## src/rtl/sec_pkg.sv

```systemverilog
package sec_pkg;

    localparam int ZONES      = 4;
    localparam int PW_SETS    = 8;
    localparam int KEYS       = 4;
    localparam int FAIL_LIMIT = 4;

    localparam int PW_W  = $clog2(PW_SETS);
    localparam int KEY_W = $clog2(KEYS);
    localparam int CFG_W = 3 + PW_W + KEY_W;

    typedef enum logic [1:0] {
        MODE_STD  = 2'd0,
        MODE_AUTH = 2'd1,
        MODE_ENC  = 2'd2
    } mode_e;

    typedef struct packed {
        logic             pw_en;
        logic [PW_W-1:0]  pw_idx;
        logic             au_en;
        logic             enc_en;
        logic [KEY_W-1:0] key_idx;
    } zone_cfg_t;

    typedef struct packed {
        logic             valid;
        logic [PW_W-1:0]  set;
        logic             wr;
    } pw_state_t;

    typedef struct packed {
        logic             valid;
        logic [KEY_W-1:0] key;
    } au_state_t;

    function automatic zone_cfg_t cfg_slice(logic [ZONES*CFG_W-1:0] all, int z);
        return zone_cfg_t'(all[z*CFG_W +: CFG_W]);
    endfunction

    function automatic logic mode_secure(mode_e m);
        return (m == MODE_AUTH) || (m == MODE_ENC);
    endfunction

endpackage

```

## src/rtl/sec_fail_ctr.sv

```systemverilog
module sec_fail_ctr #(
    parameter int LIMIT = 4
) (
    input  logic clk,
    input  logic por,
    input  logic hit_pass,
    input  logic hit_fail,
    output logic locked
);
    localparam int CW = $clog2(LIMIT + 1);

    logic [CW-1:0] cnt;

    always_ff @(posedge clk) begin
        if (por) begin
            cnt <= '0;
        end else if (hit_pass) begin
            cnt <= '0;
        end else if (hit_fail && (cnt < CW'(LIMIT))) begin
            cnt <= cnt + 1'b1;
        end
    end

    assign locked = (cnt == CW'(LIMIT));
endmodule

```

## src/rtl/sec_session.sv

```systemverilog
module sec_session
    import sec_pkg::*;
(
    input  logic             clk,
    input  logic             por,
    input  logic             sess_rst,
    input  logic             mac_fail,
    input  logic             pw_take,
    input  logic             pw_pass,
    input  logic             pw_wr,
    input  logic [PW_W-1:0]  pw_set,
    input  logic             au_take,
    input  logic             au_pass,
    input  logic [KEY_W-1:0] au_key,
    input  logic             enc_req,
    output pw_state_t        pw_q,
    output au_state_t        au_q,
    output mode_e            mode_q
);
    logic mac_abort;
    assign mac_abort = mac_fail && mode_secure(mode_q);

    always_ff @(posedge clk) begin
        if (por || sess_rst) begin
            pw_q   <= '0;
            au_q   <= '0;
            mode_q <= MODE_STD;
        end else if (mac_abort) begin
            au_q   <= '0;
            mode_q <= MODE_STD;
        end else begin
            if (pw_take) begin
                if (pw_pass) begin
                    pw_q.valid <= 1'b1;
                    pw_q.set   <= pw_set;
                    pw_q.wr    <= pw_wr;
                end else begin
                    pw_q <= '0;
                end
            end
            if (au_take) begin
                if (au_pass) begin
                    au_q.valid <= 1'b1;
                    au_q.key   <= au_key;
                    mode_q     <= MODE_AUTH;
                end else begin
                    au_q   <= '0;
                    mode_q <= MODE_STD;
                end
            end else if (enc_req && (mode_q == MODE_AUTH)) begin
                mode_q <= MODE_ENC;
            end
        end
    end
endmodule

```

## src/rtl/sec_zone_gate.sv

```systemverilog
module sec_zone_gate
    import sec_pkg::*;
(
    input  zone_cfg_t cfg,
    input  pw_state_t pw_q,
    input  au_state_t au_q,
    input  mode_e     mode_q,
    output logic      rd,
    output logic      wr
);
    logic pw_match, pw_rd_ok, pw_wr_ok, key_match, au_ok, enc_ok;

    always_comb begin
        pw_match  = pw_q.valid && (pw_q.set == cfg.pw_idx);
        pw_rd_ok  = !cfg.pw_en || pw_match;
        pw_wr_ok  = !cfg.pw_en || (pw_match && pw_q.wr);
        key_match = au_q.valid && (au_q.key == cfg.key_idx);
        au_ok     = !cfg.au_en  || (mode_secure(mode_q) && key_match);
        enc_ok    = !cfg.enc_en || ((mode_q == MODE_ENC) && key_match);
        rd        = pw_rd_ok && au_ok && enc_ok;
        wr        = pw_wr_ok && au_ok && enc_ok;
    end
endmodule

```

## src/rtl/sec_access_tracker.sv

```systemverilog
module sec_access_tracker
    import sec_pkg::*;
(
    input  logic                   clk,
    input  logic                   por,
    input  logic                   sess_rst,
    input  logic                   pw_vld,
    input  logic                   pw_pass,
    input  logic                   pw_wr,
    input  logic [PW_W-1:0]        pw_set,
    input  logic                   au_vld,
    input  logic                   au_pass,
    input  logic [KEY_W-1:0]       au_key,
    input  logic                   enc_req,
    input  logic                   mac_fail,
    input  logic [ZONES*CFG_W-1:0] zone_cfg,
    output logic [ZONES-1:0]       rd_grant,
    output logic [ZONES-1:0]       wr_grant,
    output logic [1:0]             mode,
    output logic [PW_SETS-1:0]     pw_locked,
    output logic [KEYS-1:0]        key_locked
);
    pw_state_t pw_q;
    au_state_t au_q;
    mode_e     mode_q;

    logic abort, pw_take, au_take;

    // Higher-priority events swallow the credential verdicts of the cycle.
    assign abort   = sess_rst || (mac_fail && mode_secure(mode_q));
    assign pw_take = pw_vld && !pw_locked[pw_set] && !abort;
    assign au_take = au_vld && !key_locked[au_key] && !abort;

    genvar gi;
    generate
        for (gi = 0; gi < PW_SETS; gi++) begin : g_pw_ctr
            sec_fail_ctr #(.LIMIT(FAIL_LIMIT)) u_ctr (
                .clk      (clk),
                .por      (por),
                .hit_pass (pw_take && pw_pass  && (pw_set == PW_W'(gi))),
                .hit_fail (pw_take && !pw_pass && (pw_set == PW_W'(gi))),
                .locked   (pw_locked[gi])
            );
        end
        for (gi = 0; gi < KEYS; gi++) begin : g_key_ctr
            sec_fail_ctr #(.LIMIT(FAIL_LIMIT)) u_ctr (
                .clk      (clk),
                .por      (por),
                .hit_pass (au_take && au_pass  && (au_key == KEY_W'(gi))),
                .hit_fail (au_take && !au_pass && (au_key == KEY_W'(gi))),
                .locked   (key_locked[gi])
            );
        end
    endgenerate

    sec_session u_sess (
        .clk      (clk),
        .por      (por),
        .sess_rst (sess_rst),
        .mac_fail (mac_fail),
        .pw_take  (pw_take),
        .pw_pass  (pw_pass),
        .pw_wr    (pw_wr),
        .pw_set   (pw_set),
        .au_take  (au_take),
        .au_pass  (au_pass),
        .au_key   (au_key),
        .enc_req  (enc_req),
        .pw_q     (pw_q),
        .au_q     (au_q),
        .mode_q   (mode_q)
    );

    generate
        for (gi = 0; gi < ZONES; gi++) begin : g_zone
            sec_zone_gate u_gate (
                .cfg    (cfg_slice(zone_cfg, gi)),
                .pw_q   (pw_q),
                .au_q   (au_q),
                .mode_q (mode_q),
                .rd     (rd_grant[gi]),
                .wr     (wr_grant[gi])
            );
        end
    endgenerate

    assign mode = mode_q;
endmodule

```

## config.mk

```make
export PLATFORM = sky130hd
export DESIGN_NAME = sec_access_tracker
export DESIGN_NICKNAME = d
export VERILOG_FILES = /design/src/rtl/sec_pkg.sv /design/src/rtl/sec_fail_ctr.sv /design/src/rtl/sec_session.sv /design/src/rtl/sec_zone_gate.sv /design/src/rtl/sec_access_tracker.sv
export SDC_FILE = /design/constraint.sdc
export NUM_CORES = 1
export LEC_CHECK = 0
export ABC_AREA = 1
export ABC_CLOCK_PERIOD_IN_PS = 3400
export CORE_MARGIN = 2
export CORE_UTILIZATION = 55
export DETAILED_ROUTE_END_ITERATION = 8
export HOLD_SLACK_MARGIN = 0.05
export PLACE_DENSITY = 0.86
export SYNTH_ARGS = -nofsm -noshare
export SYNTH_HDL_FRONTEND = slang
export SYNTH_SLANG_ARGS = --single-unit
```

## constraint.sdc

```tcl
create_clock -name clk -period 3.4 [get_ports clk]
set_input_delay 0.34 -clock clk [delete_from_list [all_inputs] [get_ports clk]]
set_output_delay 0.34 -clock clk [all_outputs]
set_load 0.01 [all_outputs]
```

# Yosys cells after proc, flatten, opt, wreduce, memory -nomap -nowiden
# Index checks and enable logic that the tools add are counted.
[totals] register_bits=46 inputBits=47 out_inout_bits=22 word_cells=221
[op_classes] addsub=12 magnitude_cmp=14 n_eq_ne=32 muxes=9 n_bitwise=1 n_reduce_logical=135
[ops] op="$logic_and A1 B1 Y1" n=82
[ops] op="$eq A3 B3 Y1 const B" n=16
[ops] op="$add A3 B1 Y3 const B" n=12
[ops] op="$lt A3 B3 Y1 const B" n=12
[ops] op="$reduce_or A2 Y1" n=13
[ops] op="$logic_or A1 B1 Y1" n=19
[ops] op="$logic_not A1 Y1" n=17
[ops] op="$eq A3 B3 Y1" n=4
[ops] op="$eq A2 B2 Y1" n=4
[ops] op="$eq A2 B2 Y1 const B" n=3
[ops] op="$eq A3 B2 Y1 const B" n=2
[ops] op="$mux W5" n=1
[ops] op="$eq A2 B1 Y1 const B" n=2
[ops] op="$lt A3 B4 Y1 const B" n=1
[ops] op="$mux W2" n=2
[ops] op="$bmux W1 S3" n=1
[ops] op="$eq A3 B1 Y1 const B" n=1
[ops] op="$logic_not A3 Y1" n=1
[ops] op="$lt A2 B3 Y1 const B" n=1
[ops] op="$mux W1" n=3
[ops] op="$mux W3" n=1
[ops] op="$bmux W1 S2" n=1
[ops] op="$logic_not A2 Y1" n=1
[ops] op="$reduce_and A2 Y1" n=1
[ops] op="other kinds (2)" n=2

# Depth between registers and ports, before layout
[depth] word_depth=9 mapped_depth=13 ltp_nobuf=13

# By module
# Synthesis repeated with hierarchy kept, for this count alone.
[unflattened] hier_cells=605 area_unflattened_um2=3613.5
[modules_own_cells] mod="sec_fail_ctr" instances=12 cells_each=26 area_per_inst_um2=168.9 seq_area_each_um2=60.1
[modules_own_cells] mod="sec_zone_gate" instances=4 cells_each=36 area_per_inst_um2=166.4 seq_area_each_um2=0.0
[modules_own_cells] mod="sec_access_tracker" instances=1 cells_each=88 area_per_inst_um2=476.7 seq_area_each_um2=0.0
[modules_own_cells] mod="sec_session" instances=1 cells_each=61 area_per_inst_um2=444.2 seq_area_each_um2=200.2

# Worst setup path before layout
# Ideal clock, no wire load.
[synth_path] path_kind="reg-to-reg" startpoint="register u_sess.mode_q[0]" endpoint="register g_pw_ctr[1].u_ctr.cnt[0]" setup_ns=0.122 arrival_time_ns=1.721 required_time_ns=3.278 path_slack_ns=1.557 stages_incl_launch_ff=10 n_path_buf=0 period_less_slack_ns=1.843 path_cell_list="dfxtp_1 inv_1 ha_1 inv_1 nand2_1 nand2_1 nor2_1 nand4_1 o21ai_0 nor2_1"
[synth_between] elab_chain_cells=9 word_cells_on_any_way=13
[synth_lines] item="start: declaration" line="sec_session.sv:18" source="output mode_e mode_q"
[synth_lines] item="start signal: assignment" line="sec_session.sv:27" source="mode_q <= MODE_STD;"
[synth_lines] item="start signal: assignment" line="sec_session.sv:30" source="mode_q <= MODE_STD;"
[synth_lines] item="start signal: assignment" line="sec_session.sv:45" source="mode_q <= MODE_AUTH;"
[synth_lines] item="$eq A2 B1 Y1 / $eq A2 B2 Y1 (equally long branches)" line="sec_pkg.sv:42" source="return (m == MODE_AUTH) || (m == MODE_ENC);"
[synth_lines] item="$logic_or A1 B1 Y1 *" line="sec_pkg.sv:42"
[synth_lines] item="$logic_and A1 B1 Y1 *" line="sec_access_tracker.sv:30" source="assign abort = sess_rst || (mac_fail && mode_secure(mode_q));"
[synth_lines] item="$logic_or A1 B1 Y1 *" line="sec_access_tracker.sv:30"
[synth_lines] item="$logic_not A1 Y1 *" line="sec_access_tracker.sv:31" source="assign pw_take = pw_vld && !pw_locked[pw_set] && !abort;"
[synth_lines] item="$logic_and A1 B1 Y1 *" line="sec_access_tracker.sv:31"
[synth_lines] item="$logic_and A1 B1 Y1, on equally long branches (2 in series)" line="sec_access_tracker.sv:40, sec_access_tracker.sv:41"
[synth_lines] item="$reduce_or A2 Y1 (no line) / $logic_and A1 B1 Y1 (equally long branches)"
[synth_lines] item="end signal: assignment" line="sec_fail_ctr.sv:20" source="cnt <= cnt + 1'b1;"
[synth_lines] item="end: declaration" line="sec_fail_ctr.sv:12" source="logic [CW-1:0] cnt;"
# Every way passes the cells marked *; elsewhere a longest branch is shown, timed or not.
# A chain may end at the register's enable or synchronous reset.

# Final worst setup path
[layout_path] startpoint="register u_sess.mode_q[0]" endpoint="output wr_grant[3]"
[layout_between] elab_chain_cells=6 word_cells_on_any_way=9
[layout_lines] item="$eq A2 B1 Y1 / $eq A2 B2 Y1 (equally long branches)" line="sec_pkg.sv:42, sec_zone_gate.sv:19"
[layout_lines] item="$logic_or A1 B1 Y1" line="sec_pkg.sv:42"
[layout_lines] item="$logic_and A1 B1 Y1" line="sec_zone_gate.sv:18" source="au_ok = !cfg.au_en || (mode_secure(mode_q) && key_match);"
[layout_lines] item="$logic_or A1 B1 Y1" line="sec_zone_gate.sv:18"
[layout_lines] item="$logic_and A1 B1 Y1" line="sec_zone_gate.sv:21" source="wr = pw_wr_ok && au_ok && enc_ok;"
[layout_lines] item="$logic_and A1 B1 Y1 *" line="sec_zone_gate.sv:21"
[layout_lines] item="end: declaration" line="sec_access_tracker.sv:18" source="output logic [ZONES-1:0] wr_grant,"
# Marks and branches as above.

==> results.json <==
{
  "finalCritPeriodShare": 0.721,
  "start_util": 0.568,
  "h-tree-depth": 2,
  "power_frac_seq": 0.500,
  "min_period_ps": 2450,
  "drt_iter0_markers": 127,
  "numCtsBuffers": 5,
  "fin_area_sq_um": 3780,
  "max_clock_freq_mhz": 408,
  "syn_to_final_growth_pct": 21.7,
  "core_sq_um": 5470,
  "rows": 27,
  "clock_path_buffers": 2,
  "chipHeight_um": 79.2,
  "layout.nets": 573,
  "portBuffers": 68,
  "die_x_um": 79.2,
  "grt_max_degree": 33,
  "final_cell_mix": "nand2_1, inv_1, clkdlybuf4s50_1, a21oi_1, dfxtp_1",
  "path_delay_family": "buffers and inverters",
  "skew_ps": 8.20,
  "setup_violations": 0,
  "cts_tree": "built",
  "cellLeakagePower_uw": 0.00156,
  "drt_wl_total_mm": 6.95,
  "cts_resized": 0,
  "drive_above_1_share": 0.0459,
  "postPlaceCellArea_sq_um": 3670,
  "grt-ovfl-total": 0,
  "grt_pass1_wl_mm": 11.7,
  "cp_slowest_stage_delay_ps": 560,
  "final_common_cell": "nand2_1",
  "fin_setup_tns_ps": 0,
  "required_ps": 3060,
  "cts_setup_buffers": 0,
  "path_clk_slew_ps": 80,
  "drc": 0,
  "ioPinCount": 69,
  "crit_chain": "inv_1 -> ha_1 -> o21ai_0 -> nand2_1 -> a211oi_1 -> clkdlybuf4s50_1",
  "ys_types": 31,
  "rsz0062_at_grt": "no",
  "dr.pass1.iters": 4,
  "grt_antenna_before_repair": 0,
  "path_max_fanout": 5,
  "p_sw_uw": 266,
  "synth.yosys.seq_area_share": 0.296,
  "drv_cap": 0,
  "critPathBufInv": 2,
  "hold_viol_final": 0,
  "track_usage": 0.226,
  "antenna_left": 0,
  "vias": 2907,
  "clock_sinks": 46,
  "dp_hpwl_mm": 5.35,
  "routabilityCongestion": 0.810,
  "wl_per_cell_um": 12.1,
  "p_clk_frac": 0.355,
  "total_power_uw": 1090,
  "status": "completed",
  "diodes": 0,
  "netSwitchingFraction": 0.243,
  "combPwrFrac": 0.145,
  "cp_slowest_cell": "clkdlybuf4s50_1",
  "grt_pass1_vias": 2817,
  "cp-end-kind": "output port",
  "nFillCells": 450,
  "tightestPinTransition_ps": 461,
  "viasPerCell": 5.07,
  "finish.utilization": 0.691,
  "p_int_uw": 827,
  "synth_area_sq_um": 3110,
  "avgSynthCellArea_sq_um": 6.89,
  "slew_headroom": 0.690,
  "cp.arrival_ps": 2110,
  "ir_worst_vdd_v": 0.000178,
  "yosysWarnings": 0,
  "worstSkewPairLatency_ps": 300,
  "syn-num-nets": 524,
  "min_path_type": "flop to flop",
  "crit_type": "flop to output port",
  "cts_hold_buf": 0,
  "cp-start-kind": "flop",
  "fp.dieArea_sq_um": 6270,
  "synthCells": 451,
  "maxSlewViolCount": 0,
  "ys_seq_elements": 46,
  "cts-root-buf": "clkbuf_8",
  "powerDensity_nw_per_um2": 289
}
area by class of cell:
type	count	area (sq um)	share of cell area
Clock buffer	8	110	0.0291
Tap cell	72	90.1	0.0238
Timing Repair Buffer	68	681	0.180
Multi-Input combinational cell	303	1700	0.448
Sequential cell	46	921	0.243
Inverter	76	285	0.0754
worst min-delay path, delay by kind of cell, from the launching register on:
family | cells | cell delay (ps)
compound gates | 1 | 50
buf+inv | 1 | 50
flops | 1 | 330
layer usage:
metal	up-vias	wire, um	share of wire	global-route usage
met1	1307	3090	0.44	0.268
li1	1528	-	-	-
met3	6	309	0.044	0.0341
met2	66	3490	0.50	0.420
met4	0	56	0.0081	0.0586
met5	-	0	0	0
final timing paths:
check                           start  cells past startpoint  slack (ps)                        to
min          g_pw_ctr[4].u_ctr.cnt[2]                      2         470  g_pw_ctr[4].u_ctr.cnt[2]
max                  u_sess.mode_q[0]                      6         950               wr_grant[3]
min reg2reg  g_pw_ctr[4].u_ctr.cnt[2]                      2         470  g_pw_ctr[4].u_ctr.cnt[2]
max reg2reg          u_sess.mode_q[0]                     12        1100  g_pw_ctr[1].u_ctr.cnt[1]
cells in the mapped netlist:
library cell	instances	area, sq um
a211oi_1	5	37.5
a21oi_1	49	245
a21oi_2	1	8.76
buf_4	21	158
buf_6	1	11.3
buf_8	2	30.0
clkbuf_1	2	7.51
dfxtp_1	46	921
ha_1	26	325
inv_1	73	274
inv_2	3	11.3
nand2_1	96	360
nand2_2	2	12.5
nand3_1	36	180
nand3_2	1	10.0
nand3_4	1	17.5
nand3b_1	6	45.0
nand4_1	1	6.26
nor2_1	31	116
nor2_2	4	25.0
nor2_4	1	11.3
nor2_8	1	20.0
o2111ai_1	2	17.5
o21ai_0	14	70.1
o21ai_1	8	40.0
o22ai_1	3	18.8
o31ai_1	1	7.51
o32ai_1	2	17.5
or2_2	1	6.26
xnor2_1	9	78.8
xor2_1	2	17.5
kinds of logic (layout without fill, tap and decap cells):
kind of cell | count (synthesis) | after routing | share of synthesized area
adders and majority gates | 26 | 26 | 0.105
buffers and inverters | 102 | 152 | 0.158
AOI/OAI and AO/OA | 85 | 85 | 0.149
and+or+nand+nor | 181 | 181 | 0.261
xor gates and xnor gates | 11 | 11 | 0.0310
DFF | 46 | 46 | 0.296
stage by stage:
step / hold slack, ps / cells / worst slack, ps
floorplan: 444 / 451 / 1560
global placement: 449 / 565 / 1030
detailed placement: 459 / 565 / 999
CTS: 472 / 573 / 927
global route: 502 / 573 / 772
finish: 472 / 573 / 947
power groups by stage:
stage / Clock (uW) / Sequential (uW) / Combinational, uW
6_report: 388 / 547 / 158
4_1_cts: 392 / 547 / 158
5_1_grt: 415 / 548 / 174
3_5_place_dp: 0 / 559 / 155
3_3_place_gp: 0 / 559 / 152
2_1_floorplan: 0 / 558 / 80.8
sequential cells by signal, summed over array words and instances (netlist names):
| name | flops |
|---|---|
| u_sess.mode_q | 2 |
| u_sess.au_q | 3 |
| u_sess.pw_q | 5 |
| g_pw_ctr.u_ctr.cnt | 24 |
| g_key_ctr.u_ctr.cnt | 12 |
No activity file was read; power rests on OpenSTA's default activity.
